File: config.mk
export PLATFORM = sky130hd
export DESIGN_NAME = stack_ptr_unit
export DESIGN_NICKNAME = d
export VERILOG_FILES = /design/src/rtl/stack_ptr_unit.sv
export SDC_FILE = /design/constraint.sdc
export NUM_CORES = 1
export LEC_CHECK = 0
export ABC_AREA = 0
export BUFFER_PORTS_ARGS = -buffer_cell sky130_fd_sc_hd__buf_2
export CAP_MARGIN = 20
export CORE_AREA = 2 2 89 100
export CTS_CLUSTER_SIZE = 25
export DETAILED_ROUTE_END_ITERATION = 7
export DIE_AREA = 0 0 91 102
export GPL_TIMING_DRIVEN = 1
export PLACE_DENSITY = 0.71
export SLEW_MARGIN = 10
export SYNTH_ARGS = -nofsm -noshare
export SYNTH_HDL_FRONTEND = slang
export SYNTH_SLANG_ARGS = --single-unit
File: constraint.sdc
create_clock -name clk -period 6.5 [get_ports clk]
set_input_delay 0.325 -clock clk [delete_from_list [all_inputs] [get_ports clk]]
set_output_delay 0.325 -clock clk [all_outputs]
set_load 0.02 [all_outputs]
File: src/rtl/stack_ptr_unit.sv
module stack_ptr_unit (
  input  logic        clk,
  input  logic        rst_n,
  input  logic        op_valid,
  input  logic [2:0]  op,
  input  logic [7:0]  acc_in,
  input  logic [12:0] pc_in,
  input  logic        carry_in,
  input  logic        zero_in,
  input  logic [7:0]  ram_rdata,
  output logic [7:0]  ram_addr,
  output logic [7:0]  ram_wdata,
  output logic        ram_we,
  output logic        busy,
  output logic [12:0] pc_out,
  output logic        carry_out,
  output logic        zero_out,
  output logic        ret_valid,
  output logic [7:0]  pop_data,
  output logic        pop_valid,
  output logic [7:0]  xchg_out,
  output logic        gie,
  output logic [7:0]  psp,
  output logic [7:0]  dsp
);
  localparam logic [2:0] OP_LDPSP = 3'd0, OP_XCHG = 3'd1, OP_INTA = 3'd2, OP_CALL = 3'd3,
                         OP_RET   = 3'd4, OP_RETI = 3'd5, OP_PUSH = 3'd6, OP_POP  = 3'd7;

  logic       phase;
  logic [2:0] op_q;
  logic [7:0] hold;

  wire accept  = op_valid & ~phase;
  wire q_save  = (op_q == OP_INTA) | (op_q == OP_CALL);
  wire [7:0] psp_m1 = psp - 8'd1;

  assign busy = phase;

  always_comb begin
    ram_addr  = dsp;
    ram_wdata = acc_in;
    ram_we    = 1'b0;
    if (phase) begin
      if (q_save) begin
        ram_addr  = psp;
        ram_wdata = hold;
        ram_we    = 1'b1;
      end else begin
        ram_addr = psp_m1;
      end
    end else if (op_valid) begin
      case (op)
        OP_INTA, OP_CALL: begin
          ram_addr  = psp;
          ram_wdata = pc_in[7:0];
          ram_we    = 1'b1;
        end
        OP_RET, OP_RETI: ram_addr = psp_m1;
        OP_PUSH: begin
          ram_addr = dsp - 8'd1;
          ram_we   = 1'b1;
        end
        default: ram_addr = dsp;
      endcase
    end
  end

  always_ff @(posedge clk) begin
    if (!rst_n) begin
      phase     <= 1'b0;
      op_q      <= OP_LDPSP;
      hold      <= 8'h00;
      psp       <= 8'h00;
      dsp       <= 8'h00;
      gie       <= 1'b0;
      pc_out    <= '0;
      carry_out <= 1'b0;
      zero_out  <= 1'b0;
      ret_valid <= 1'b0;
      pop_data  <= 8'h00;
      pop_valid <= 1'b0;
      xchg_out  <= 8'h00;
    end else begin
      ret_valid <= 1'b0;
      pop_valid <= 1'b0;
      if (phase) begin
        phase <= 1'b0;
        if (q_save) begin
          psp <= psp + 8'd1;
        end else begin
          psp       <= psp_m1;
          pc_out    <= {hold[4:0], ram_rdata};
          ret_valid <= 1'b1;
          if (op_q == OP_RETI) begin
            carry_out <= hold[7];
            zero_out  <= hold[6];
            gie       <= 1'b1;
          end
        end
      end else if (accept) begin
        op_q <= op;
        case (op)
          OP_LDPSP: psp <= acc_in;
          OP_XCHG: begin
            dsp      <= acc_in;
            xchg_out <= dsp;
          end
          OP_INTA, OP_CALL: begin
            if (op == OP_INTA) gie <= 1'b0;
            psp   <= psp + 8'd1;
            hold  <= {carry_in, zero_in, 1'b0, pc_in[12:8]};
            phase <= 1'b1;
          end
          OP_RET, OP_RETI: begin
            psp   <= psp_m1;
            hold  <= ram_rdata;
            phase <= 1'b1;
          end
          OP_PUSH: dsp <= dsp - 8'd1;
          default: begin
            pop_data  <= ram_rdata;
            pop_valid <= 1'b1;
            dsp       <= dsp + 8'd1;
          end
        endcase
      end
    end
  end
endmodule

== Yosys cells after proc, flatten, opt, wreduce, memory -nomap -nowiden ==
Index checks and enable logic that the tools add are counted.
Storage, ports and cells
  bits in registers: 62
  output and inout port bits: 68
  logic and storage cells: 86
Cells by class
  add/subtract/negate cells: 4
  eq/ne operators: 11
  mux-type cells: 27
  bitwise logic cells: 8
  reductions and logical operators: 23
Operator list (number)
  $mux 8: 10
  $pmux 8 s3: 3
  $add 8x1->8 const B: 2
  $pmux 8 s2: 1
  $sub 8x1->8 const B: 2
  $reduce_and 3->1: 5
  $mux 1: 13
  $eq 3x2->1 const B: 4
  $eq 3x3->1 const B: 4
  $reduce_and 2->1: 4
  $reduce_bool 2->1: 4
  $reduce_or 7->1: 1
  $not 1->1: 6
  $reduce_or 3->1: 2
  $reduce_and 5->1: 1
  $reduce_or 5->1: 1
  $reduce_bool 4->1: 1
  $reduce_or 2->1: 2
  $reduce_or 4->1: 1
  $eq 3x1->1 const B: 1
  $logic_not 3->1: 1
  $ne 2x1->1 const B: 1
  $ne 2x2->1 const B: 1
  $and 1x1->1: 1
  $or 1x1->1: 1

== Longest topological paths before layout ==
Gate-level depths: netlist of run 1.
  depth after elaboration: 5
  gate-level depth with buffers: 10
  depth with buffers taken out: 7

== Worst setup path after synthesis of run 1 ==
No wires, ideal clock.
  path type: register -> output
  start: register psp[0]
  end: output port ram_addr[6]
  arrival: 2336 ps
  data required time: 6175 ps
  setup slack: 3839 ps
  cell stages (with the launch flop): 9
  buffers on the path: 1
  path through: dfxtp_1 clkbuf_1 inv_1 ha_1 nor3b_2 a21oi_1 o21ai_0 nor4b_1 a221oi_1
On the way
  word-level cells in the longest chain between the ends: 4
  elaborated cells between the ends (all ways): 5
  those cells by class: add/sub: 1; mux: 4
RTL lines
  start, declared: line 23  | output logic [7:0] psp,
  start signal, assigned: line 89  | psp <= psp + 8'd1;
  start signal, assigned: line 91  | psp <= psp_m1;
  start signal, assigned: line 103  | OP_LDPSP: psp <= acc_in;
  $sub 8x1->8 (*): line 35  | wire [7:0] psp_m1 = psp - 8'd1;
  $pmux 8 s3: line 52  | case (op)
  $mux 8: line 51  | end else if (op_valid) begin
  $mux 8 (*): line 43  | if (phase) begin
  end, declared: line 11  | output logic [7:0] ram_addr,
Every way passes the cells marked *; elsewhere a longest branch is shown, timed or not.

== Final worst setup path of run 1 ==
  start: input port op[1]
  end: output port ram_addr[5]
On the way
  word-level cells in the longest chain between the ends: 5
  elaborated cells between the ends (all ways): 10
  those cells by class: eq/ne: 5; mux: 3; reduce/logical: 2
RTL lines
  start, declared: line 5  | input logic [2:0] op,
  $eq 3x3->1 or $eq 3x2->1 (tied branches): line 52
  $reduce_or 2->1
  $pmux 8 s3 (*): line 52
  $mux 8 (*): line 51
  $mux 8 (*): line 43
Marks and branches as above.

==> results.py, run 1 <==
metrics = {
    "yosys": {
        "ys_seq_elements": 62,
        "ys_types": 66,
        "netlist_top_cells_count": "88 x nand2_1, 62 x dfxtp_1, 42 x nor2_1",
        "syn_nets": 585,
        "synth_top_area_cell": "dfxtp_1",
        "ys.flop_type": "dfxtp_1",
        "yosysWarningCount": 0,
        "syn_area_mm2": 0.00406,
        "synth.most_common_cell": "nand2_1",
        "synth_top_cell_area_share": 0.305,
        "synth_area_leaders": "dfxtp_1 31%, nand2_1 8.1%, mux2i_1 5.9%, a21oi_1 4.7%, nor2_1 3.9%",
        "synth.avg_cell_area_um2": 7.50,
        "synth_edf_count": 0,
        "synthArstFlopShare": 0,
        "syn_inst": 542,
        "synth_seq_area_share": 0.305,
    },
    "clocking": {
        "cts.hold.buffers_added": 0,
        "root_buffer": "clkbuf_8",
        "cts_tree": "yes",
        "cts_setup_buffers": 0,
        "clk_latency_ps": 340,
        "clock-sinks": 62,
        "numCtsBuffers": 9,
        "clockBufferDepth": 2,
        "ctsResizeCount": 0,
        "htree_levels": 3,
        "clkSlewWorstSetupHoldPaths_ps": 90,
    },
    "power_and_ir_drop": {
        "switching_share": 0.371,
        "vdd.ir_drop.worst_mv": 0.151,
        "clockPowerShare": 0.328,
        "power_density_mw_per_mm2": 239,
        "power_frac_seq": 0.384,
        "power.net_switching_uw": 424,
        "p_int_uw": 720,
        "leakagePower_uw": 0.00202,
        "p_comb_frac": 0.288,
    },
    "critical_path": {
        "cp_top_family": "buffers and inverters",
        "critPathLaunch": "op[1]",
        "max_stage_delay_ps": 810,
        "cp.required_ps": 6170,
        "cp_slowest_cell": "ha_1",
        "reg2reg_depth": 7,
        "critPathCapture": "ram_addr[5]",
        "cp-start-kind": "input pin",
        "timing.rr.start": "psp[0]$_SDFFE_PN0P_",
        "cp_max_fo": 22,
        "cp-end-kind": "output pin",
        "r2r_end": "psp[6]$_SDFFE_PN0P_",
        "crit_cells": 9,
        "crit_chain": "buf_2 > inv_1 > ha_1 > clkinv_1 > nor3_2 > a2bb2oi_1 > a2111oi_2 > a211oi_2 > buf_2",
        "worst-path-buf-inv": 4,
        "cpMostUsedCell": "buf_2",
        "worstPathArrival_ps": 2870,
        "reg2reg_slack_ps": 4040,
        "crit_type": "input pin to output pin",
    },
    "global_routing": {
        "grt_pass1_vias": 4161,
        "grt_max_degree": 46,
        "grt_pass1_wl_mm": 21.0,
        "grt_overflow": 0,
        "grtUsageTotal": 0.282,
        "antenna_found_initial": 0,
    },
    "timing": {
        "final-hold-violation-count": 0,
        "min_period_over_period": 0.492,
        "tns_ps": 0,
        "worst_hold_slack_ps": 242,
        "fin_crit_ps": 3200,
        "rsz0062_at_grt": "false",
        "finClkSkew_ps": 16.6,
        "max_slew_margin": 0.339,
        "fmax_mhz": 313,
        "final-max-slew-violation-count": 0,
        "setup_violations": 0,
        "worst_slack_ps": 3310,
        "worstMarginPinSlew_ps": 991,
    },
    "drt": {
        "ant_nets": 0,
        "first_pass_iters": 5,
        "drt_iter0_markers": 300,
        "num_vias": 4361,
        "drc": 0,
        "vias_per_cell": 5.96,
        "wirelength_mm": 13.2,
        "avgRoutedWirePerCell_um": 18.0,
    },
    "floorplan": {
        "die_area_mm2": 0.00928,
        "start_util": 0.494,
        "core-area_mm2": 0.00823,
        "die_h_um": 102,
        "die_w_um": 91,
        "rows": 35,
        "ios": 105,
    },
    "worst_hold_path": {
        "min_from": "ram_rdata[2]",
        "hold_class": "input pin to flop",
    },
    "placed_design": {
        "place_ws_ps": 3330,
        "place.gp.congestion": 0.926,
        "dp_hpwl_mm": 9.40,
        "placed_cells": 716,
        "io_buffers": 104,
    },
    "layout": {
        "antenna_cells": 0,
        "nNetsFinal": 659,
        "area_growth_pct": 17.6,
        "layout-drive-gt1-share": 0.230,
        "stdcell_count": 732,
        "final_util": 0.581,
    },
    "status": {
        "status": "finished clean",
    },
    "job": {
        "max_cap_viol_count": 0,
    },
}
-- worst min-delay path by stage --
| stage | endpoint | slack [ps] | depth (start not counted) |
|---|---|---|---|
| 2_1_floorplan | hold[5]$_SDFFE_PN0P_ | 450 | 2 |
| 3_3_place_gp | pc_out[10]$_SDFFE_PN0P_ | 440 | 2 |
| 3_5_place_dp | xchg_out[1]$_SDFFE_PN0P_ | 440 | 2 |
| 4_1_cts | pc_out[3]$_SDFFE_PN0P_ | 230 | 3 |
| 5_1_grt | pc_out[2]$_SDFFE_PN0P_ | 250 | 3 |
| 6_report | pc_out[2]$_SDFFE_PN0P_ | 240 | 3 |
-- cell usage in the layout, fill, tap and decap left out, types with 3 or more instances in the layout --
cell type  count
inv_1         11
clkinv_1       3
o21a_1         3
inv_6          3
a21oi_1       38
o2111ai_1      4
nand2b_1       6
a211oi_1      20
nor2b_1        3
dfxtp_1       62
a221oi_1       4
xor2_1         9
and3_1        16
buf_4          6
clkbuf_8      10
nand2_1       88
o21ai_0       25
or3_1          6
nand3_1       21
nor2_1        42
xnor2_1       12
mux2i_1       24
a31oi_1       17
a22oi_1        5
nor3_1        15
nand4_1        3
ha_1           6
buf_2        104
-- metal layers --
metal	vias up	routed length, um	share of wire	global-route usage
li1	2090	-	-	-
met4	0	482	0.037	0.127
met5	-	0	0	0
met1	2032	5510	0.42	0.357
met2	203	6080	0.46	0.457
met3	36	1110	0.084	0.0715
-- cells by family after synthesis --
group,count (synthesis),share of synthesized area
buffers and inverters,61,0.0640
AOI/OAI and AO/OA,146,0.240
muxes,25,0.0619
and+or+nand+nor,221,0.265
DFF,62,0.305
adders and majority gates,6,0.0185
xor gates and xnor gates,21,0.0453
-- power groups by stage --
stage                     sequential, uW  combinational, uW  clock [uW]
final                                440                329         375
after global routing                 444                358         395
after CTS                            439                327         380
after detailed placement             447                325           0
after global placement               447                323           0
after floorplan                      442                232           0
-- registers in the layout (all words and copies together), names as in the netlist --
name       cells
pc_out        13
dsp            8
hold           8
pop_data       8
psp            8
xchg_out       8
op_q           3
busy           1
carry_out      1
gie            1
pop_valid      1
ret_valid      1
zero_out       1
-- worst register-to-register path: cells and delay by family, from the launching register on --
family	cells	cell delay [ps]
and+or+nand+nor	3	860
DFF	1	730
adders and majority gates	1	330
buffers and inverters	1	140
AOI/OAI and AO/OA	2	280
-- through the flow --
step                area (um2)  total power [uW]
floorplan                 4060               674
global placement          4570               770
detailed placement        4570               773
CTS                       4780              1150
global route              4780              1200
finish                    4780              1140
-- final cells by class --
cell class / instances / area (um2)
Clock inverter: 6 / 76.3
Clock buffer: 10 / 138
Timing Repair Buffer: 110 / 566
Sequential cell: 62 / 1240
Tap cell: 111 / 139
Multi-Input combinational cell: 419 / 2570
Inverter: 14 / 52.6
Fill cell: 840 / 3450
Note: power is estimated with default switching activity, not from simulation.
==> run 2: changes to the inputs <==
ABC_AREA = 1   (was 0)
CORE_AREA = 2 2 87 97   (was 2 2 89 100)
DIE_AREA = 0 0 89 99   (was 0 0 91 102)
clock period = 3.1 ns   (was 6.5 ns; I/O delays follow)
==> run 2 against run 1 <==
Net effect:
- final area is 4.9% lower
- final cell count is 9.0% higher
- sequential share of layout area is 1.3 points higher
- clock skew is 8.5 ps lower
- core utilization hardly changed
- first-iteration DRC count is 49% higher
- sequential power is 110% higher
- sequential cell count stayed put
- critical endpoint is now ram_addr[4]
- largest cell class unchanged
==> results.py, run 2 <==
metrics = {
    "status": {
        "status": "finished clean",
    },
    "critical_path": {
        "cp-end-kind": "output pin",
        "cp-start-kind": "flop",
        "cp_max_fo": 8,
        "crit_type": "flop to output pin",
        "worstPathArrival_ps": 2230,
        "cp.required_ps": 2940,
    },
    "floorplan": {
        "die_area_mm2": 0.00881,
        "ios": 105,
        "die_w_um": 89,
        "start_util": 0.488,
        "core-area_mm2": 0.00783,
        "rows": 34,
        "die_h_um": 99,
    },
    "yosys": {
        "syn_inst": 590,
        "synth.most_common_cell": "nand2_1",
        "synthArstFlopShare": 0,
        "netlist_top_cells_count": "105 x nand2_1, 92 x o21ai_0, 72 x nor2_1",
        "yosysWarningCount": 0,
        "synth_area_leaders": "dfxtp_1 32%, o21ai_0 12%, nand2_1 10%, a21oi_1 9.0%, nor2_1 7.1%",
        "synth_top_area_cell": "dfxtp_1",
        "ys_seq_elements": 62,
        "syn_area_mm2": 0.00382,
        "ys.flop_type": "dfxtp_1",
        "synth.avg_cell_area_um2": 6.47,
        "synth_seq_area_share": 0.325,
        "syn_nets": 633,
        "synth_edf_count": 0,
        "ys_types": 38,
        "synth_top_cell_area_share": 0.325,
    },
    "clocking": {
        "root_buffer": "clkbuf_8",
        "cts.hold.buffers_added": 0,
        "clockBufferDepth": 2,
        "clock-sinks": 62,
        "cts_setup_buffers": 0,
        "clkSlewWorstSetupHoldPaths_ps": 80,
        "numCtsBuffers": 9,
        "ctsResizeCount": 0,
        "htree_levels": 3,
        "clk_latency_ps": 350,
        "cts_tree": "yes",
    },
    "drt": {
        "vias_per_cell": 5.54,
        "drc": 0,
        "drt_iter0_markers": 447,
        "wirelength_mm": 12.2,
        "num_vias": 4422,
        "ant_nets": 0,
        "avgRoutedWirePerCell_um": 15.3,
        "first_pass_iters": 5,
    },
    "layout": {
        "layout_common_cells": "105 x nand2_1, 104 x buf_2, 92 x o21ai_0",
        "final_common_cell": "nand2_1",
        "final_util": 0.581,
        "nNetsFinal": 728,
        "max_flop_register": "pc_out",
        "antenna_cells": 0,
        "layout-drive-gt1-share": 0.222,
        "fillCellCount": 795,
        "largest_reg_flops": 13,
        "area_growth_pct": 19.0,
    },
    "timing": {
        "finClkSkew_ps": 8.06,
        "worst_hold_slack_ps": 73.4,
        "final-max-slew-violation-count": 0,
        "rsz0062_at_grt": "false",
        "tns_ps": 0,
        "min_period_over_period": 0.769,
        "worstMarginPinSlew_ps": 526,
        "final-hold-violation-count": 0,
        "fin_crit_ps": 2390,
        "worst_slack_ps": 715,
        "fmax_mhz": 419,
        "setup_violations": 0,
        "max_slew_margin": 0.650,
    },
    "placed_design": {
        "place_ws_ps": 966,
        "place.gp.congestion": 0.980,
        "io_buffers": 104,
        "dp_hpwl_mm": 9.02,
    },
    "worst_hold_path": {
        "hold_class": "input pin to flop",
    },
    "power_and_ir_drop": {
        "power_density_mw_per_mm2": 494,
        "p_total_uw": 2240,
        "leakagePower_uw": 0.00225,
        "vdd.ir_drop.worst_mv": 0.276,
    },
    "global_routing": {
        "grt_pass1_vias": 4087,
        "grtUsageTotal": 0.285,
        "antenna_found_initial": 0,
        "grt_overflow": 0,
        "grt_pass1_wl_mm": 19.8,
        "grt_max_degree": 36,
    },
    "job": {
        "max_cap_viol_count": 0,
    },
}
==> run 2: cell types whose count changed after synthesis, moves of 19 or more <==
| cell | before | now |
|---|---|---|
| a21oi_1 | 38 | 69 |
| o21ai_0 | 25 | 92 |
| nor2_1 | 42 | 72 |
| nand3_1 | 21 | 40 |
| mux2i_1 | 24 | 0 |
| inv_1 | 11 | 57 |
| a211oi_1 | 20 | 1 |
==> run 2: per-stage QoR <==
step / instance area [um2] / instances
2_1_floorplan: 3820 / 590
3_3_place_gp: 4370 / 782
3_5_place_dp: 4370 / 782
4_1_cts: 4550 / 798
5_1_grt: 4550 / 798
6_report: 4550 / 798
==> run 2: layer usage <==
metal  GRT usage  vias to the layer above  part of all wire
li1            -                     2159                 -
met3      0.0586                       32             0.084
met1       0.374                     1997              0.42
met4       0.111                        0             0.029
met5           0                        -                 0
met2       0.455                      234              0.47
==> run 2: cell type report <==
class / count / area, um2 / share of cell area
clock buffers: 9 / 124 / 0.0272
clock inverters: 7 / 56.3 / 0.0124
inverters: 69 / 267 / 0.0586
multi-input cells: 435 / 2170 / 0.478
flip-flops and latches: 62 / 1240 / 0.273
well taps: 108 / 135 / 0.0297
repair buffers: 108 / 551 / 0.121
==> run 2: path summary, 6_finish.rpt <==
check                  startpoint                endpoint  slack, ps  depth (start not counted)
min                  ram_rdata[5]  pc_out[5]$_SDFFE_PN0P_         70                          3
min reg2reg  op_q[0]$_SDFFE_PN0P_    op_q[0]$_SDFFE_PN0P_        460                          2
max           psp[0]$_SDFFE_PN0P_             ram_addr[4]        710                         11
max reg2reg   psp[0]$_SDFFE_PN0P_     psp[2]$_SDFFE_PN0P_       1350                          8
==> run 2: kinds of logic after synthesis <==
group,after synthesis,synth area share
simple gates,242,0.282
compound gates,183,0.258
buf+inv,93,0.106
flops,62,0.325
fa+ha+maj,6,0.0197
xor+xnor,4,0.00917
==> run 2: worst max-delay path, cell delays in order, from the launching register on <==
cell and delay [ps]:
dfxtp_1 480, inv_1 150, ha_1 240, nand2_1 90, inv_1 90, nand2_1 70
nand3_1 90, nand2_1 100, o21ai_0 90, o21ai_0 210, nand2_1 100, buf_2 170
==> run 2: power by group <==
part	internal [uW]	total (uW)	switching [uW]
registers	853	907	53.6
clock network	299	668	369
logic	211	669	459
